===== src/rtl/i2c_host_pkg.sv =====
package i2c_host_pkg;
  localparam int BYTE_W = 8;
  localparam int BIT_IDX_W = $clog2(BYTE_W);

  typedef enum logic [1:0] {
    OP_START = 2'd0,
    OP_WRITE = 2'd1,
    OP_READ  = 2'd2,
    OP_STOP  = 2'd3
  } i2c_op_e;

  typedef enum logic [2:0] {
    SL_IDLE,
    SL_START,
    SL_BIT,
    SL_ACK,
    SL_STOP
  } slot_e;

  // Quarter-phase events inside one SCL period
  typedef struct packed {
    logic drive;   // SCL low half: update SDA
    logic rise;    // release SCL
    logic sample;  // SCL high: read SDA
    logic last;    // end of period
  } phase_ev_t;
endpackage


===== src/rtl/i2c_phase_timer.sv =====
module i2c_phase_timer
  import i2c_host_pkg::*;
#(
  parameter int DIV_W = 7
) (
  input  logic             clk,
  input  logic             rst,
  input  logic             run,
  input  logic [DIV_W-1:0] div_n,
  input  logic             slow,
  input  logic             scl_seen,
  input  logic             scl_released,
  output phase_ev_t        ev
);
  localparam int CW = DIV_W + 4;

  logic [DIV_W-1:0] n_eff;
  logic [CW-1:0]    nplus, period, q1, q2, q3, last_cnt, cnt;
  logic             stall;

  assign n_eff    = (div_n == '0) ? DIV_W'(1) : div_n;
  assign nplus    = CW'(n_eff) + CW'(1);
  assign period   = slow ? (nplus << 3) : ((nplus << 2) + (nplus << 1));
  assign q1       = period >> 2;
  assign q2       = period >> 1;
  assign q3       = q1 + q2;
  assign last_cnt = period - CW'(1);

  // slave holds SCL low after release: freeze the bit timing
  assign stall = scl_released && !scl_seen && (cnt > q2);

  always_ff @(posedge clk) begin
    if (rst || !run) begin
      cnt <= '0;
    end else if (!stall) begin
      cnt <= (cnt == last_cnt) ? '0 : cnt + CW'(1);
    end
  end

  assign ev.drive  = run && !stall && (cnt == q1);
  assign ev.rise   = run && !stall && (cnt == q2);
  assign ev.sample = run && !stall && (cnt == q3);
  assign ev.last   = run && !stall && (cnt == last_cnt);
endmodule


===== src/rtl/i2c_host_seq.sv =====
module i2c_host_seq
  import i2c_host_pkg::*;
(
  input  logic              clk,
  input  logic              rst,
  input  logic              cmd_valid,
  input  logic [1:0]        cmd_op,
  input  logic [BYTE_W-1:0] cmd_wdata,
  input  logic              cmd_nack,
  input  phase_ev_t         ev,
  input  logic              sda_seen,
  output logic              cmd_ready,
  output logic              rsp_valid,
  output logic [BYTE_W-1:0] rsp_rdata,
  output logic              rsp_nack,
  output logic              err_flag,
  output logic              bus_busy,
  output logic              scl_oe,
  output logic              sda_oe,
  output logic              run,
  output logic              slot_edge
);
  slot_e                slot;
  i2c_op_e              op;
  logic [BYTE_W-1:0]    shreg;
  logic [BIT_IDX_W-1:0] bit_left;
  logic                 rd_mode, nack_q, nacked;

  assign op        = i2c_op_e'(cmd_op);
  assign cmd_ready = (slot == SL_IDLE);
  assign run       = (slot != SL_IDLE);
  assign slot_edge = (slot == SL_START) || (slot == SL_STOP);

  always_ff @(posedge clk) begin
    if (rst) begin
      slot      <= SL_IDLE;
      scl_oe    <= 1'b0;
      sda_oe    <= 1'b0;
      shreg     <= '0;
      bit_left  <= '0;
      rd_mode   <= 1'b0;
      nack_q    <= 1'b0;
      nacked    <= 1'b0;
      rsp_valid <= 1'b0;
      rsp_rdata <= '0;
      rsp_nack  <= 1'b0;
      err_flag  <= 1'b0;
      bus_busy  <= 1'b0;
    end else begin
      rsp_valid <= 1'b0;
      case (slot)
        SL_IDLE: if (cmd_valid) begin
          nacked   <= 1'b0;
          rd_mode  <= (op == OP_READ);
          nack_q   <= cmd_nack;
          shreg    <= cmd_wdata;
          bit_left <= BIT_IDX_W'(BYTE_W - 1);
          case (op)
            OP_START: begin
              slot     <= SL_START;
              err_flag <= 1'b0;
            end
            OP_WRITE, OP_READ: slot <= SL_BIT;
            default: begin
              if (bus_busy) begin
                slot <= SL_STOP;
              end else begin
                rsp_valid <= 1'b1;
                rsp_nack  <= 1'b0;
              end
            end
          endcase
        end
        SL_START: begin
          if (ev.drive)  sda_oe <= 1'b0;
          if (ev.rise)   scl_oe <= 1'b0;
          if (ev.sample) sda_oe <= 1'b1;
          if (ev.last) begin
            scl_oe    <= 1'b1;
            slot      <= SL_IDLE;
            bus_busy  <= 1'b1;
            rsp_valid <= 1'b1;
            rsp_nack  <= 1'b0;
          end
        end
        SL_BIT: begin
          if (ev.drive)  sda_oe <= rd_mode ? 1'b0 : ~shreg[BYTE_W-1];
          if (ev.rise)   scl_oe <= 1'b0;
          if (ev.sample) shreg  <= {shreg[BYTE_W-2:0], sda_seen};
          if (ev.last) begin
            scl_oe <= 1'b1;
            if (bit_left == '0) slot <= SL_ACK;
            else bit_left <= bit_left - BIT_IDX_W'(1);
          end
        end
        SL_ACK: begin
          if (ev.drive)  sda_oe <= rd_mode ? ~nack_q : 1'b0;
          if (ev.rise)   scl_oe <= 1'b0;
          if (ev.sample) nacked <= !rd_mode && sda_seen;
          if (ev.last) begin
            scl_oe <= 1'b1;
            if (nacked) begin
              slot <= SL_STOP;
            end else begin
              slot      <= SL_IDLE;
              rsp_valid <= 1'b1;
              rsp_rdata <= shreg;
              rsp_nack  <= 1'b0;
            end
          end
        end
        SL_STOP: begin
          if (ev.drive)  sda_oe <= 1'b1;
          if (ev.rise)   scl_oe <= 1'b0;
          if (ev.sample) sda_oe <= 1'b0;
          if (ev.last) begin
            slot      <= SL_IDLE;
            bus_busy  <= 1'b0;
            rsp_valid <= 1'b1;
            rsp_rdata <= shreg;
            rsp_nack  <= nacked;
            if (nacked) err_flag <= 1'b1;
          end
        end
        default: slot <= SL_IDLE;
      endcase
    end
  end
endmodule


===== src/rtl/i2c_host_ctl.sv =====
module i2c_host_ctl
  import i2c_host_pkg::*;
#(
  parameter int DIV_W = 7
) (
  input  logic              clk,
  input  logic              rst,
  input  logic [DIV_W-1:0]  cfg_div_n,
  input  logic              cfg_slow,
  input  logic              cmd_valid,
  input  logic [1:0]        cmd_op,
  input  logic [BYTE_W-1:0] cmd_wdata,
  input  logic              cmd_nack_last,
  output logic              cmd_ready,
  output logic              rsp_valid,
  output logic [BYTE_W-1:0] rsp_rdata,
  output logic              rsp_ack_err,
  output logic              err_flag,
  output logic              bus_busy,
  input  logic              scl_i,
  output logic              scl_oe,
  input  logic              sda_i,
  output logic              sda_oe
);
  phase_ev_t ev;
  logic      run;
  logic      slot_edge;

  i2c_phase_timer #(.DIV_W(DIV_W)) u_timer (
    .clk          (clk),
    .rst          (rst),
    .run          (run),
    .div_n        (cfg_div_n),
    .slow         (cfg_slow),
    .scl_seen     (scl_i),
    .scl_released (!scl_oe),
    .ev           (ev)
  );

  i2c_host_seq u_seq (
    .clk       (clk),
    .rst       (rst),
    .cmd_valid (cmd_valid),
    .cmd_op    (cmd_op),
    .cmd_wdata (cmd_wdata),
    .cmd_nack  (cmd_nack_last),
    .ev        (ev),
    .sda_seen  (sda_i),
    .cmd_ready (cmd_ready),
    .rsp_valid (rsp_valid),
    .rsp_rdata (rsp_rdata),
    .rsp_nack  (rsp_ack_err),
    .err_flag  (err_flag),
    .bus_busy  (bus_busy),
    .scl_oe    (scl_oe),
    .sda_oe    (sda_oe),
    .run       (run),
    .slot_edge (slot_edge)
  );
endmodule


===== config.mk =====
export PLATFORM = sky130hd
export DESIGN_NAME = i2c_host_ctl
export DESIGN_NICKNAME = d
export VERILOG_FILES = /design/src/rtl/i2c_host_pkg.sv /design/src/rtl/i2c_phase_timer.sv /design/src/rtl/i2c_host_seq.sv /design/src/rtl/i2c_host_ctl.sv
export SDC_FILE = /design/constraint.sdc
export NUM_CORES = 1
export LEC_CHECK = 0
export BUFFER_PORTS_ARGS = -buffer_cell sky130_fd_sc_hd__buf_4
export CORE_AREA = 2 2 139 127
export CTS_BUF_LIST = sky130_fd_sc_hd__clkbuf_2 sky130_fd_sc_hd__clkbuf_4 sky130_fd_sc_hd__clkbuf_8
export DETAILED_ROUTE_END_ITERATION = 10
export DIE_AREA = 0 0 141 129
export HOLD_SLACK_MARGIN = 0.15
export REMOVE_ABC_BUFFERS = 1
export SLEW_MARGIN = 10
export SYNTH_ARGS = -nofsm -noshare
export SYNTH_HDL_FRONTEND = slang
export SYNTH_HIERARCHICAL = 1
export SYNTH_SLANG_ARGS = --single-unit

===== constraint.sdc =====
create_clock -name clk -period 9.4 [get_ports clk]
set_input_delay 0.47 -clock clk [delete_from_list [all_inputs] [get_ports clk]]
set_output_delay 0.47 -clock clk [all_outputs]
set_load 0.03 [all_outputs]

==> results of run 1 <==
[where the power goes]
| part | switching (W) | internal, W | total, W |
|---|---|---|---|
| registers | 0.0000113 | 0.000186 | 0.000198 |
| logic | 0.000139 | 0.000107 | 0.000246 |
| clock network | 0.0000676 | 0.0000822 | 0.000150 |
[worst max path at each step]
| stage | start | to | slack [ns] | cells after the start |
|---|---|---|---|---|
| 2_1_floorplan | cfg_div_n[1] | u_seq/shreg[0]$_SDFFE_PP0P_ | 3.46 | 21 |
| 3_3_place_gp | cfg_div_n[1] | u_seq/shreg[6]$_SDFFE_PP0P_ | 2.67 | 22 |
| 3_5_place_dp | cfg_div_n[1] | u_seq/shreg[1]$_SDFFE_PP0P_ | 2.42 | 22 |
| 4_1_cts | cfg_div_n[1] | u_seq/shreg[1]$_SDFFE_PP0P_ | 2.70 | 22 |
| 5_1_grt | cfg_div_n[1] | u_seq/shreg[0]$_SDFFE_PP0P_ | 2.09 | 22 |
| 6_report | cfg_div_n[1] | u_seq/shreg[1]$_SDFFE_PP0P_ | 2.68 | 22 |
[layer usage]
layer | up-vias | global-route usage [%]
met1 | 1608 | 14.2
met4 | 0 | 2.24
met3 | 8 | 1.60
met2 | 36 | 17.6
li1 | 1759 | -
met5 | - | 0
[flip-flops by register name (all words and copies together), names as in the netlist]
register	cells
u_seq/scl_oe	1
u_timer/cnt	11
u_seq/rd_mode	1
u_seq/slot	3
u_seq/bit_left	3
u_seq/nack_q	1
u_seq/rsp_rdata	8
u_seq/nacked	1
u_seq/shreg	8
u_seq/rsp_valid	1
u_seq/sda_oe	1
u_seq/err_flag	1
u_seq/rsp_nack	1
u_seq/bus_busy	1
[worst reg2reg max path, stage by stage (launching register included)]
cell	delay [ns]
sky130_fd_sc_hd__dfxtp_1	0.59
sky130_fd_sc_hd__ha_1	0.32
sky130_fd_sc_hd__o21ai_0	0.15
sky130_fd_sc_hd__a21oi_1	0.07
sky130_fd_sc_hd__o41ai_1	0.46
sky130_fd_sc_hd__nor4_1	0.10
sky130_fd_sc_hd__nor3_1	0.34
sky130_fd_sc_hd__a2111oi_4	0.15
sky130_fd_sc_hd__nand2b_1	0.24
sky130_fd_sc_hd__or4_1	0.55
sky130_fd_sc_hd__a21oi_1	0.39
sky130_fd_sc_hd__mux2i_1	0.16
sky130_fd_sc_hd__nor3_2	0.70
sky130_fd_sc_hd__nor2_1	0.09
sky130_fd_sc_hd__a211oi_1	0.26
[stage by stage]
stage / hold slack (ns) / util (%) / total power [W] / instances
3_5_place_dp: 0.448 / 27.0 / 0.000448 / 710
5_1_grt: 0.414 / 27.7 / 0.000639 / 718
4_1_cts: 0.407 / 27.7 / 0.000598 / 718
6_report: 0.412 / 27.7 / 0.000593 / 718
2_1_floorplan: 0.425 / - / 0.000390 / 461
3_3_place_gp: 0.451 / 27.0 / 0.000447 / 710
[cell usage in the layout, fill, tap and decap left out, drive strengths merged, types with 3 or more instances in the layout]
cell type / count
nor2b: 5
nor3: 17
o31ai: 5
nor3b: 3
o21ai: 14
xnor2: 44
xor2: 16
inv: 34
or3: 4
nand4: 9
a21boi: 3
nor2: 43
dfxtp: 42
nand2: 29
nand3: 10
nor4b: 3
a21oi: 22
buf: 38
nand2b: 11
mux2i: 22
a31oi: 4
a21o: 9
a211oi: 14
clkbuf: 6
ha: 44
and3: 3
nor4: 8
o21a: 5
[area by class of cell]
cell class                      count  area, sq um
Clock buffer                        6         76.3
Sequential cell                    42          841
Fill cell                        1745        12100
Tap cell                          211          264
Inverter                           34          130
Multi-Input combinational cell    385         3000
Clock inverter                      2         37.5
Timing Repair Buffer               38          285
==> out/summary.md, run 1 <==
The run finished with clean final reports. The first detailed-routing pass took 4 iterations. The net total in the final layout is 576. The worst supply voltage drop on vdd is 0.0000746 V.

Worst setup path category: in -> reg. The worst setup slack for register-to-register paths came out at 4.76 ns. The share of layout cells above drive strength 1 is 15.2%, and the data arrival at the endpoint of the critical path is 6.93 ns. STA classifies the critical path startpoint as a primary input. Walking the worst path, the cells encountered are buf_4 > or4_4 > o21bai_1 > o21ai_0 > fa_1 > nand2b_1 > a21oi_1 > nor2_1 > o31ai_2 > inv_1 > ha_1 > o41ai_1 > nor4_1 > nor3_1 > a2111oi_4 > nand2b_1 > or4_1 > a21oi_1 > mux2i_1 > nor3_2 > nor2_1 > a211oi_1.

The sum of negative setup slack came out at 0 ns. The startpoint identified for the worst register-to-register timing path is u_timer/cnt[2]$_SDFFE_PP0N_. The worst-path cell with the longest stage delay is sky130_fd_sc_hd__nor3_2. Once the floorplan was initialized, standard cells occupied 24.6% of the core.

The final antenna diode count was 0. The number of stages on the worst hold path is 3. The die covers 0.0182 sq mm. In the routed design, unresolved DRC markers number 0. Count of input and output buffers: 38. X dimension of the die: 141 um.

The minimum clock period works out to 6.72 ns. Of all nets on the critical path, the largest fanout is 16. The via-per-instance ratio was 4.75; the average wire per cell in the routed design was 13.0 um.

The worst reg-to-reg path cell count is 14, and the level count of the clock H-tree is 2. TritonCTS created 5 clock buffers. The number of clock sinks is 42.

The cell count after synthesis is 484. Hold path startpoint: cmd_nack_last. Prior to clock tree synthesis, the placed netlist has a worst setup slack of 2.42 ns. The clock arrives with 0.00946 ns of skew. The number of hold buffers added after CTS was 0. Pin placement for this block handled 39 I/O pins. Routability-driven placement finished with a final weighted congestion of 0.801. The detailed placement HPWL came out at 7180 um. Entering global routing, the biggest net connects 33 pins. The tools report the end of the worst register-to-register path as u_seq/shreg[1]$_SDFFE_PP0P_. For the placeable core region, the log shows 0.0167 sq mm.

Clock tree synthesis selected as its root buffer the cell sky130_fd_sc_hd__clkbuf_8. The number of global-route vias before repair is 3221, and the remaining antenna violation count is 0. For the worst setup path, the data required time is 9.61 ns. The worst path meets setup with 2.68 ns of slack.

Via count: 3411. The run gives 0 as the number of max-cap violations. For this run, the slowest stage of the critical path takes 0.70 ns.

The worst setup path is captured at a flip-flop. The number of warnings printed during yosys synthesis was 6. The type of the worst min-delay path is in -> reg. Row generation in the floorplan step produced 45 rows. The run gives 9340 um as the routed wire length. The share of the cycle needed by the critical path after routing was 71.5%; the height of the die was 129 um.

The analysis attributes to cell leakage a power of 1.91 nW. Grouping stages by cell kind, the critical path spends the most delay in simple AND/OR/NAND/NOR gates. The worst pin sits at a relative slew slack of 32.2%. Together, buffers and inverters on the worst path number 2. Summed over all layers, the global routing overflow is 0.

No sink is reached through more buffers than the 2 on the longest clock path. The routed design uses 198 um of met3 wire. The logs give 0 for the post-cts repair resize count and 4730 um for the routed length on met1. The initial antenna violation count was 0; the count of final setup violators was 0. The first global-routing pass estimated 15800 um of wire.

Setup repair after global routing left no endpoint under its margin. TritonCTS built the clock tree. Clock latency on the worst-skew pair, taken at its later pin, is 0.30 ns. After routing the design area is 0.00463 sq mm.

The transition time of the tightest slew-check pin was 1.01 ns. Top metal layer carrying routed signals: met4. The worst-case hold path end point is u_seq/nack_q$_SDFFE_PP0P_. Summed over all nets, wire length on met2 after detailed routing comes to 4320 um. After clock tree synthesis, the clock-pin slew on the worst setup and hold paths is 0.09 ns. Summing all placed instances gives a cell area of 0.00452 sq mm. A synthesized cell averages 8.49 sq um.

The run gives 0 as the count of endpoints failing hold in the final timing report. The run gives 0 as the max-slew violation total from the final report. Compared with the post-synthesis result, the final layout area differs by 12.7%. Post-CTS timing repair inserted 0 buffers for setup. Based on the critical path, the design can be clocked at up to 149 MHz. The synthesized netlist occupies a cell area of 0.00411 sq mm. In this run the power density over the cells is 128 mW/mm^2. The detailed router finished its first iteration with 146 violations. The run gives 10.4% as the total global routing track utilization.
No activity file was read; power rests on OpenSTA's default activity.
==> run 2: changes to the inputs <==
ABC_AREA = 1   (was unset)
CORE_AREA = 2 2 144 132   (was 2 2 139 127)
DIE_AREA = 0 0 146 134   (was 0 0 141 129)
clock period = 5.8 ns   (was 9.4 ns; I/O delays follow)
==> run 2 against run 1 <==
Clock power rose by 58%; die area rose by 7.6%; utilization rose by 0.25 points; critical path type unchanged.
==> out/summary.md, run 2 <==
The worst setup path is of the in -> reg kind. Global route total overflow: 0 (unchanged). The number of buffers added by the clock tree synthesis step is 5 (unchanged). The global-route wire length before repair was 18100 um (+14%). The worst setup path is captured at a flip-flop. The tools report the startpoint of the worst register-to-register path as u_timer/cnt[8]$_SDFFE_PP0N_. The mapped cell area was 0.00441 sq mm (+7.4%); the post-cts repair resize count was 0 (unchanged). The worst setup slack for register-to-register paths is 2.44 ns (-2.32 ns).

The largest registers in the layout are u_timer/cnt (11), u_seq/rsp_rdata (8), u_seq/shreg (8). The tools report the number of max-cap violations as 0 (unchanged). The stage delay of the slowest cell on the critical path is 0.68 ns (-0.02 ns), and the routed length on met1 is 5270 um (+11%). The met2 wire length was 4740 um (+9.8%); the worst reg-to-reg path cell count was 15 (+1). Counting flops and latches in the post-synthesis netlist gives 42. The highest metal layer carrying signal wires in the routed design is met4. The run gives 0.821 (+2.5%) as the global placer's final weighted congestion. Counting flops per register, the top entry is u_timer/cnt. The tools report the data required time of the worst path as 5.98 ns (-3.63 ns). Setup repair after global routing left no endpoint under its margin. Category of the worst setup path launch point: a primary input. The number of setup buffers added after CTS was 0 (unchanged). The clock edge transition at the registers on the reported setup and hold paths was 0.09 ns (about the same); the iteration-0 DRC count of the detailed router was 230 (+58%). The run gives 0 (unchanged) as the quantity of hold-fixing buffers added after cts.

The via-per-instance ratio came out at 4.35 (-8.4%). The relative slew slack was 41.2% (+9.0 points); the number of flops mapped to enable cells by yosys was 0. The height of the die was 134 um (+3.9%). For the detailed-routing iteration count for the pre-antenna-repair pass, the log shows 4 (unchanged).

The source of the critical timing path was cfg_div_n[1]. The power density over the cells is 264 mW/mm^2 (+110%). The wire length on met3 is 338 um (+71%).

The synthesized design devotes to its leading area cell type 19.0% of total area. The largest total area in the synthesized netlist belongs to sky130_fd_sc_hd__dfxtp_1. The cell that appears most often on the critical path is sky130_fd_sc_hd__nand2_1. By instance count, the leading cell after synthesis is sky130_fd_sc_hd__nand2_1. The share of synthesized registers carrying an async set or reset was 0%; the count of final setup violators was 0 (unchanged).

The number of clock sinks was 42 (unchanged); the maximum number of pins on one net before global-route repair was 26 (-21%). The count of input and output buffers is 38 (unchanged). The worst-path cell with the longest stage delay is sky130_fd_sc_hd__a2111oi_0. The run gives 0 (unchanged) as the count of endpoints failing hold in the final timing report. For the level count of the clock H-tree, the log shows 2 (unchanged). The root buffer selected by CTS is sky130_fd_sc_hd__clkbuf_8.

The final standard cell area without fillers came out at 0.00506 sq mm (+9.3%). The standard-cell row count is 47 (+4.4%), and the sum of negative setup slack is 0 ns (unchanged). The boundary pin count was 39 (unchanged); the synthesized area per cell was 6.37 sq um (-25%). The tools report the worst supply voltage drop on vdd as 0.000159 V (+110%). The number of filler instances in the final layout is 2063 (+18%), and the worst-case clock skew is 0.0152 ns (+0.00576 ns).

The average wire per cell in the routed design was 10.8 um (-17%); the maximum achievable frequency was 202 MHz. Subtracting the final worst setup slack from the clock period gives 4.94 ns. The run gives 2 (unchanged) as the worst-case clock buffer depth. The logs give 0.0196 sq mm (+7.6%) for the die outline area and 800 (+39%) for the net total in the final layout. The area growth from synthesis to final layout works out to 14.7%. The library cell used most frequently in the layout, excluding fill and tap cells, is sky130_fd_sc_hd__nand2_1. The leakage power total was 2.48 nW (+30%); the placed instance area was 0.00495 sq mm (+9.5%). The number of warnings printed during yosys synthesis came out at 6 (unchanged). The netlist uses 41 different library cells. The tools report the worst-skew pair later-pin latency as 0.30 ns (about the same). For the total global routing track utilization, the log shows 10.8% (+0.37 points). The run gives 0 (unchanged) as the remaining antenna violation count. Following the worst setup path forward leads to its endpoint at u_seq/bit_left[0]$_SDFFE_PP0P_. The x dimension of the die is 146 um (+3.5%), and the flip-flop count of the largest register, all copies and words added is 11 (unchanged). The starting utilization of the core area is 24.4% (-0.22 points), and the transition time of the tightest slew-check pin is 0.859 ns (-0.153 ns).

The run gives 0 (unchanged) as the max-slew violation total from the final report. The detailed placement HPWL was 8490 um (+18%). TritonCTS built the clock tree. Data arrival at the endpoint of the critical path: 5.12 ns (-1.81 ns). The final antenna diode count was 0 (unchanged).

Yosys attributes the largest share of cell area to sky130_fd_sc_hd__dfxtp_1 (19%), sky130_fd_sc_hd__nand2_1 (16%), sky130_fd_sc_hd__ha_1 (12%), sky130_fd_sc_hd__inv_1 (8.6%), sky130_fd_sc_hd__nand3_1 (7.6%). The run gives 0.0181 sq mm (+8.3%) as the placeable core region. The most used flip-flop cell after synthesis is sky130_fd_sc_hd__dfxtp_1.

The worst hold path belongs to the class in -> reg. In the layout the commonest cells are sky130_fd_sc_hd__nand2_1 (188), sky130_fd_sc_hd__inv_1 (101), sky130_fd_sc_hd__nand3_1 (67). The tools report the DRC violation count after routing as 0 (unchanged). Share of the cycle needed by the critical path after routing: 85.2%. The logs give 0 (unchanged) for the initial antenna violation count and 3972 (+23%) for the number of global-route vias before repair. Ranked by instance count, the synthesized netlist is headed by sky130_fd_sc_hd__nand2_1 (188), sky130_fd_sc_hd__inv_1 (101), sky130_fd_sc_hd__nand3_1 (67). The flow ran to the end, and the final reports show no timing, DRC or antenna violations.

For this run, the register share of the synthesized area comes to 19.0%. Cell count after synthesis: 693 (+43%). The share of layout cells above drive strength 1 works out to 13.4% (-1.8 points). The critical-path maximum fanout came out at 18 (+2).

The tools report the end of the worst register-to-register path as u_seq/bit_left[0]$_SDFFE_PP0P_. The run gives 4245 (+24%) as the via count. The routed wire length is 10500 um (+12%).
-- run 2: worst min path at each step --
| stage | slack (ns) | startpoint | to | cells after the start |
|---|---|---|---|---|
| finish | 0.22 | rst | u_seq/scl_oe$_SDFFE_PP0P_ | 2 |
| detailed placement | 0.42 | u_seq/bit_left[0]$_SDFFE_PP0P_ | u_seq/bit_left[0]$_SDFFE_PP0P_ | 1 |
| global route | 0.24 | rst | u_seq/slot[2]$_SDFFE_PP0P_ | 2 |
| CTS | 0.22 | rst | u_seq/scl_oe$_SDFFE_PP0P_ | 2 |
| global placement | 0.41 | u_seq/bit_left[0]$_SDFFE_PP0P_ | u_seq/bit_left[0]$_SDFFE_PP0P_ | 1 |
| floorplan | 0.36 | rst | u_seq/bus_busy$_SDFFE_PP0P_ | 1 |
-- run 2: through the flow --
| stage | setup WS [ns] | hold slack [ns] | power, W | std cells | util (%) |
|---|---|---|---|---|---|
| 2_1_floorplan | 1.49 | 0.359 | 0.000937 | 684 | - |
| 3_5_place_dp | 0.587 | 0.423 | 0.00110 | 968 | 27.3 |
| 6_report | 0.858 | 0.223 | 0.00134 | 976 | 27.9 |
| 4_1_cts | 0.894 | 0.221 | 0.00134 | 976 | 27.9 |
| 3_3_place_gp | 0.716 | 0.414 | 0.00110 | 968 | 27.3 |
| 5_1_grt | 0.294 | 0.243 | 0.00147 | 976 | 27.9 |
-- run 2: power breakdown --
part | switching, W | internal [W]
Sequential | 0.0000472 | 0.000334
Clock | 0.000104 | 0.000133
Combinational | 0.000470 | 0.000249
Total | 0.000621 | 0.000716
-- run 2: worst max-delay path: cells and delay by family --
family,cells,cell delay (ns)
buf+inv,5,0.59
simple gates,18,2.51
compound gates,3,1.00
fa+ha+maj,2,0.73
-- run 2: routing by layer --
| layer | global-route usage [%] | vias up |
|---|---|---|
| met5 | 0 | - |
| met4 | 2.64 | 0 |
| met3 | 1.46 | 11 |
| met2 | 18.4 | 59 |
| met1 | 14.6 | 1879 |
| li1 | - | 2296 |
-- run 2: cell families after synthesis --
kind of cell | Yosys count | synth area share (%)
compound gates | 85 | 11.2
fa+ha+maj | 46 | 13.4
xor+xnor | 30 | 5.95
buf+inv | 118 | 10.7
flops | 42 | 19.0
simple gates | 372 | 39.7
-- run 2: final cells by class --
class,instances,area [sq um],area share [%]
multi-input combinational,533,3100,61.2
tap,245,307,6.06
sequential,42,841,16.6
timing repair buffer,39,293,5.78
clock inverter,2,37.5,0.741
clock buffer,6,76.3,1.51
inverter,109,409,8.08
